### config.mk
export PLATFORM = sky130hd
export DESIGN_NAME = serdemux_top
export DESIGN_NICKNAME = d
export VERILOG_FILES = /design/src/rtl/sdx_pkg.sv /design/src/rtl/sdx_slip_sync.sv /design/src/rtl/sdx_phase_ctr.sv /design/src/rtl/sdx_shift_asm.sv /design/src/rtl/sdx_byte_parity.sv /design/src/rtl/serdemux_top.sv
export SDC_FILE = /design/constraint.sdc
export NUM_CORES = 1
export LEC_CHECK = 0
export BUFFER_PORTS_ARGS = -buffer_cell sky130_fd_sc_hd__buf_2
export CAP_MARGIN = 20
export CORE_UTILIZATION = 50
export DETAILED_ROUTE_END_ITERATION = 16
export GPL_TIMING_DRIVEN = 0
export HOLD_SLACK_MARGIN = 0.1
export PLACE_DENSITY_LB_ADDON = 0.2
export SLEW_MARGIN = 10
export SYNTH_ARGS = -nofsm -noshare
export SYNTH_HDL_FRONTEND = slang
export SYNTH_SLANG_ARGS = --single-unit
### constraint.sdc
create_clock -name clk -period 1.9 [get_ports clk]
set_input_delay 0.095 -clock clk [delete_from_list [all_inputs] [get_ports clk]]
set_output_delay 0.095 -clock clk [all_outputs]
set_load 0.03 [all_outputs]
### src/rtl/sdx_pkg.sv
// Shared types for the serial demultiplexer.
// Assumes the mode code is static outside reset.
package sdx_pkg;
    typedef enum logic [1:0] {
        MD_RSVD = 2'b00,
        MD_HALF = 2'b01,
        MD_FULL = 2'b10,
        MD_ONES = 2'b11
    } sdx_mode_e;
endpackage

### src/rtl/sdx_slip_sync.sv
// Synchronizes the asynchronous active-low slip strobe into the bit clock
// domain and emits a one-cycle pulse per falling edge.
// Assumes the strobe stays at each level for at least two bit clocks.
module sdx_slip_sync #(
    parameter int STAGES = 2
) (
    input  logic clk,
    input  logic rst_n,
    input  logic slip_n,
    output logic slip_pulse
);
    logic [STAGES:0] chain;

    // Shift the strobe through the synchronizer plus one history stage.
    always_ff @(posedge clk) begin
        if (!rst_n) chain <= '1;
        else        chain <= {chain[STAGES-1:0], slip_n};
    end

    assign slip_pulse = chain[STAGES] & ~chain[STAGES-1];

    a_r6_single_pulse: assert property (@(posedge clk) disable iff (!rst_n)
        slip_pulse |=> !slip_pulse);
endmodule

### src/rtl/sdx_phase_ctr.sv
// Bit-position counter within a word. Freezes for one cycle on hold,
// flags the loading cycle and the mid-word cycle.
// Assumes the half input changes only under reset.
module sdx_phase_ctr #(
    parameter int WIDTH = 32
) (
    input  logic clk,
    input  logic rst_n,
    input  logic hold,
    input  logic half,
    output logic word_end,
    output logic mid_point
);
    localparam int CW = $clog2(WIDTH);
    localparam logic [CW-1:0] FULL_LAST = CW'(WIDTH - 1);
    localparam logic [CW-1:0] HALF_LAST = CW'(WIDTH / 2 - 1);
    localparam logic [CW-1:0] FULL_MID  = CW'(WIDTH / 2 - 1);
    localparam logic [CW-1:0] HALF_MID  = CW'(WIDTH / 4 - 1);

    logic [CW-1:0] pos;
    logic [CW-1:0] last_pos;
    logic [CW-1:0] mid_pos;

    assign last_pos  = half ? HALF_LAST : FULL_LAST;
    assign mid_pos   = half ? HALF_MID  : FULL_MID;
    assign word_end  = !hold && (pos >= last_pos);
    assign mid_point = !hold && (pos == mid_pos);

    // Advance the position, wrap at word end, freeze on a slip.
    always_ff @(posedge clk) begin
        if (!rst_n)        pos <= '0;
        else if (hold)     pos <= pos;
        else if (word_end) pos <= '0;
        else               pos <= pos + 1'b1;
    end

    a_r6_hold_freezes: assert property (@(posedge clk) disable iff (!rst_n)
        hold |=> $stable(pos));
    a_r10_wrap_to_zero: assert property (@(posedge clk) disable iff (!rst_n)
        word_end |=> (pos == '0));
endmodule

### src/rtl/sdx_shift_asm.sv
// Shift register that gathers serial bits, oldest toward the top.
// Holds only WIDTH-1 bits: the newest bit is merged by the consumer.
module sdx_shift_asm #(
    parameter int WIDTH = 32
) (
    input  logic             clk,
    input  logic             rst_n,
    input  logic             shift_en,
    input  logic             bit_in,
    output logic [WIDTH-2:0] history
);
    // Shift one bit in at the bottom whenever a bit is accepted.
    always_ff @(posedge clk) begin
        if (!rst_n)        history <= '0;
        else if (shift_en) history <= {history[WIDTH-3:0], bit_in};
    end
endmodule

### src/rtl/sdx_byte_parity.sv
// Per-byte parity generator; the top lane covers the most significant byte.
module sdx_byte_parity #(
    parameter int WIDTH = 32,
    parameter int LANE  = 8
) (
    input  logic [WIDTH-1:0]      word,
    input  logic                  odd,
    output logic [WIDTH/LANE-1:0] par
);
    localparam int NB = WIDTH / LANE;

    for (genvar b = 0; b < NB; b++) begin : g_lane
        assign par[b] = (^word[b*LANE +: LANE]) ^ odd;
    end
endmodule

### src/rtl/serdemux_top.sv
// Serial to parallel demultiplexer with slip, inversion, mode select and
// byte parity. Loads the output register on the cycle the last bit of a
// word arrives; word_clk falls on that same edge.
// Assumes mode, invert and odd_par are static outside reset.
module serdemux_top #(
    parameter int WIDTH = 32,
    parameter int LANE  = 8
) (
    input  logic                  clk,
    input  logic                  rst_n,
    input  logic                  ser_in,
    input  logic                  invert,
    input  logic                  odd_par,
    input  logic                  slip_n,
    input  logic [1:0]            mode,
    output logic [WIDTH-1:0]      word_out,
    output logic [WIDTH/LANE-1:0] par_out,
    output logic                  word_clk
);
    import sdx_pkg::*;

    localparam int NB   = WIDTH / LANE;
    localparam int HALF = WIDTH / 2;
    localparam int HNB  = NB / 2;
    localparam logic [NB-1:0] HALF_MASK = {{HNB{1'b1}}, {(NB-HNB){1'b0}}};

    sdx_mode_e md;
    logic      bit_v;
    logic      slip_pulse;
    logic      word_end;
    logic      mid_point;
    logic [WIDTH-2:0] history;
    logic [WIDTH-1:0] gathered;
    logic [WIDTH-1:0] next_word;
    logic [NB-1:0]    raw_par;
    logic [NB-1:0]    next_par;

    assign md    = sdx_mode_e'(mode);
    assign bit_v = ser_in ^ invert;

    sdx_slip_sync #(.STAGES(2)) u_slip (
        .clk(clk), .rst_n(rst_n), .slip_n(slip_n), .slip_pulse(slip_pulse)
    );

    sdx_phase_ctr #(.WIDTH(WIDTH)) u_ctr (
        .clk(clk), .rst_n(rst_n), .hold(slip_pulse), .half(md == MD_HALF),
        .word_end(word_end), .mid_point(mid_point)
    );

    sdx_shift_asm #(.WIDTH(WIDTH)) u_shift (
        .clk(clk), .rst_n(rst_n), .shift_en(!slip_pulse), .bit_in(bit_v),
        .history(history)
    );

    assign gathered = {history, bit_v};

    // Select the word to load according to the mode code.
    always_comb begin
        unique case (md)
            MD_FULL: next_word = gathered;
            MD_HALF: next_word = {gathered[HALF-1:0], {HALF{1'b0}}};
            MD_ONES: next_word = '1;
            default: next_word = '0;
        endcase
    end

    sdx_byte_parity #(.WIDTH(WIDTH), .LANE(LANE)) u_par (
        .word(next_word), .odd(odd_par), .par(raw_par)
    );

    // Mask or force the parity lanes to match the mode.
    always_comb begin
        unique case (md)
            MD_FULL: next_par = raw_par;
            MD_HALF: next_par = raw_par & HALF_MASK;
            MD_ONES: next_par = '1;
            default: next_par = '0;
        endcase
    end

    // Output register and word clock, both timed by the word boundary.
    always_ff @(posedge clk) begin
        if (!rst_n) begin
            word_out <= '0;
            par_out  <= '0;
            word_clk <= 1'b1;
        end else if (word_end) begin
            word_out <= next_word;
            par_out  <= next_par;
            word_clk <= 1'b0;
        end else if (mid_point) begin
            word_clk <= 1'b1;
        end
    end

    a_r10_hold_between: assert property (@(posedge clk) disable iff (!rst_n)
        !word_end |=> ($stable(word_out) && $stable(par_out)));
    a_r10_clk_falls: assert property (@(posedge clk) disable iff (!rst_n)
        word_end |=> !word_clk);
    a_r7_half_lanes: assert property (@(posedge clk) disable iff (!rst_n)
        (word_end && md == MD_HALF) |=> (word_out[HALF-1:0] == '0 && par_out[HNB-1:0] == '0));
    a_r8_all_ones: assert property (@(posedge clk) disable iff (!rst_n)
        (word_end && md == MD_ONES) |=> (&word_out && &par_out));
    a_r9_reserved: assert property (@(posedge clk) disable iff (!rst_n)
        (word_end && md == MD_RSVD) |=> (word_out == '0 && par_out == '0));
    a_r3_even_top: assert property (@(posedge clk) disable iff (!rst_n)
        (word_end && md == MD_FULL && !odd_par) |=> !(^{word_out[WIDTH-1 -: LANE], par_out[NB-1]}));
    a_r4_odd_top: assert property (@(posedge clk) disable iff (!rst_n)
        (word_end && md == MD_FULL && odd_par) |=> (^{word_out[WIDTH-1 -: LANE], par_out[NB-1]}));
endmodule

==> impl_metrics.py <==
metrics = {
    "grt": {
        "grt_max_degree": 13,
        "first_global_vias": 2832,
        "grt_pass1_wl_um": 14300,
        "antenna_found_initial": 0,
        "grt.overflow.total": 0,
        "grt_usage_pct": 25.0,
    },
    "worst_hold_path": {
        "hold_path.class": "input port to flop",
    },
    "detailed_routing": {
        "wl_met3_um": 513,
        "wl_per_cell_um": 15.5,
        "dr.pass1.iters": 5,
        "m1WireLength_um": 4170,
        "routed_via_density": 5.41,
        "ant_nets": 0,
        "highest_layer": "met4",
        "drt_iter0_drc": 198,
        "vias": 3101,
        "drc": 0,
        "wirelength_um": 8870,
        "met2_length_um": 3980,
    },
    "critical_path": {
        "cp_cell_sequence": "ha_4, a21oi_4, nor2_4, maj3_2, and2_4, buf_6, buf_6, o211a_1",
        "crit_type": "flop to flop",
        "path_delay_family": "adder cells",
        "critPathCaptureType": "flop",
        "startpoint_type": "flop",
        "cp_max_fo": 10,
        "worstPathRequired_ps": 2150,
        "worst_path_most_repeated_cell": "buf_6",
        "crit_arrival_ps": 2090,
        "max_stage_delay_ps": 370,
        "cp_slowest_cell": "dfxtp_4",
        "worst-path-buf-inv": 2,
    },
    "sta": {
        "fin_hold_ws_ps": 152,
        "finalSetupTns_ps": 0,
        "fin_skew_ps": 13.4,
        "fmax_ghz": 0.541,
        "report.final.slew_viol_count": 0,
        "slew_headroom_pct": 63.2,
        "hold_viol": 0,
        "layout_min_cycle_time_ps": 1850,
        "worst_pin_slew_ps": 552,
        "layout_setup_ws_ps": 52.7,
        "fin_crit_sh_pct": 97.2,
        "rsz0062_at_grt": "false",
        "setup_violations": 0,
    },
    "finish": {
        "area_growth_pct": 16.7,
        "design_area_um2": 4220,
        "nFillCells": 665,
        "final_nets": 481,
        "antenna_cells": 0,
        "drive_above_1_share_pct": 19.3,
        "fin_util_pct": 61.1,
        "finalNonFillerCells": 573,
        "seqCellArea_um2": 1530,
        "multiInputGateArea_um2": 1940,
    },
    "synthesis": {
        "avgSynthCellArea_um2": 8.72,
        "ys_async_sr_fraction_pct": 0,
        "ys.flop_type": "dfxtp_1",
        "synth_cells": 415,
        "synth_edf_count": 0,
        "synth_cell_types": 39,
        "synth_area_um2": 3620,
        "yosysWarnings": 0,
        "synth_seq_cells": 76,
        "synth_nets": 424,
        "seq_area_frac_synth_pct": 42.0,
    },
    "floorplanning": {
        "dieArea_um2": 7580,
        "core_area_um2": 6910,
        "num_rows": 30,
        "die_h_um": 87.1,
        "ios": 45,
        "dieWidth_um": 87.1,
        "start_util_pct": 52.4,
    },
    "pwr": {
        "p_sw_uw": 758,
        "totalPowerFinal_mw": 3.15,
        "seqPwrFrac_pct": 51.7,
        "p_int_mw": 2.39,
        "cellPowerDensity_nw_per_um2": 745,
        "p_leak_nw": 1.67,
        "comb_power_share_pct": 7.8,
        "ir_worst_vdd_mv": 0.370,
        "switching_share_pct": 24.1,
        "pwr-share-clk_pct": 40.5,
    },
    "cts": {
        "cts_root_buffer": "clkbuf_8",
        "numClockSinks": 76,
        "cts_tree": "yes",
        "clk_pin_slew_ps": 80,
        "clk_path_buf_depth": 2,
        "clock_latency_ps": 350,
        "cts_inserted_buffers": 9,
        "ctsHtreeMaxLevel": 3,
    },
    "place": {
        "place_hpwl_um": 6310,
        "dpl.cell_count": 554,
        "place_congestion": 0.920,
        "numPortBuffers": 43,
        "place_area_um2": 3950,
        "pre_cts_ws_ps": -64.8,
    },
    "job": {
        "cap_violations": 0,
    },
    "outcome": {
        "status": "complete, no violations",
    },
}
[worst paths after layout]
| check | start | endpoint | slack (ps) | cells past startpoint |
|---|---|---|---|---|
| setup reg to reg | u_ctr.pos[1]$_SDFFE_PN0N_ | word_out[24]$_SDFFE_PN0N_ | 50 | 8 |
| hold reg to reg | u_slip.chain[0]$_SDFF_PN1_ | u_slip.chain[1]$_SDFF_PN1_ | 410 | 1 |
| setup / recovery | u_ctr.pos[1]$_SDFFE_PN0N_ | word_out[24]$_SDFFE_PN0N_ | 50 | 8 |
| hold / removal | rst_n | word_out[3]$_SDFFE_PN0N_ | 150 | 2 |
[per-layer routing]
layer / GRT usage (%) / vias up
met5: 0 / -
met1: 34.3 / 1454
met3: 4.83 / 16
met2: 38.2 / 101
li1: - / 1530
met4: 10.9 / 0
[cell usage in the layout (no fill, tap or decap), types with 9 or more instances in the layout]
master | synthesis | final
o21ai_0 | 18 | 18
clkbuf_8 | 0 | 11
nand3_1 | 9 | 9
clkbuf_1 | 20 | 21
o211ai_1 | 16 | 16
buf_2 | 3 | 44
nand3_2 | 10 | 10
nor2_1 | 10 | 10
nand2_1 | 104 | 104
o211a_1 | 15 | 15
xnor2_1 | 23 | 23
a21boi_0 | 46 | 46
dfxtp_1 | 76 | 74
[cells in the mapped netlist (2+ instances only)]
master | number | area share (%)
nand2_1 | 104 | 11
dfxtp_1 | 76 | 42
a21boi_0 | 46 | 9.5
xnor2_1 | 23 | 5.6
clkbuf_1 | 20 | 2.1
o21ai_0 | 18 | 2.5
o211ai_1 | 16 | 3.3
o211a_1 | 15 | 4.1
nand3_2 | 10 | 2.8
nor2_1 | 10 | 1.0
nand3_1 | 9 | 1.2
xor2_1 | 8 | 1.9
nand2b_1 | 6 | 1.0
o22ai_1 | 6 | 1.0
a21oi_1 | 5 | 0.69
buf_1 | 5 | 0.52
buf_6 | 5 | 1.6
buf_2 | 3 | 0.41
nor2b_1 | 3 | 0.52
o21ai_1 | 3 | 0.41
xnor3_1 | 3 | 1.9
a21boi_1 | 2 | 0.41
buf_4 | 2 | 0.41
nand4_1 | 2 | 0.35
[cell families (layout without fill, tap and decap cells)]
logic type | after synthesis | in the layout | synth area share [%]
fa+ha+maj | 2 | 2 | 0.657
flops | 76 | 76 | 42.0
compound gates | 117 | 117 | 23.6
xor+xnor | 34 | 34 | 9.37
simple gates | 151 | 151 | 19.4
buf+inv | 35 | 97 | 4.98
[timing repair]
action	CTS	global route
pin swaps	1	1
hold buffers	1	0
buffers inserted	1	1
endpoints found under the setup margin	33	59
gates resized for setup	4	9
endpoints found under the hold margin	1	0
gates cloned	0	0
[state kept, by name, indices dropped and copies added, names as in the netlist]
name and cells:
par_out 4, u_shift.history 31, word_clk 1, u_ctr.pos 5, u_slip.chain 3, word_out 32
[power groups by stage]
stage	registers (mW)	logic (mW)	clock network, mW
2_1_floorplan	1.65	0.172	0
6_report	1.63	0.245	1.28
4_1_cts	1.62	0.232	1.30
5_1_grt	1.63	0.265	1.37
3_3_place_gp	1.66	0.225	0
3_5_place_dp	1.66	0.228	0
[area by class of cell]
class,instances,area share [%]
Multi-Input combinational cell,304,46.0
Sequential cell,76,36.2
Timing Repair Buffer,46,5.69
Buffer,35,4.44
Clock buffer,13,3.76
Tap cell,96,2.84
Clock inverter,3,1.04
Note: power is estimated with default switching activity, not from simulation.
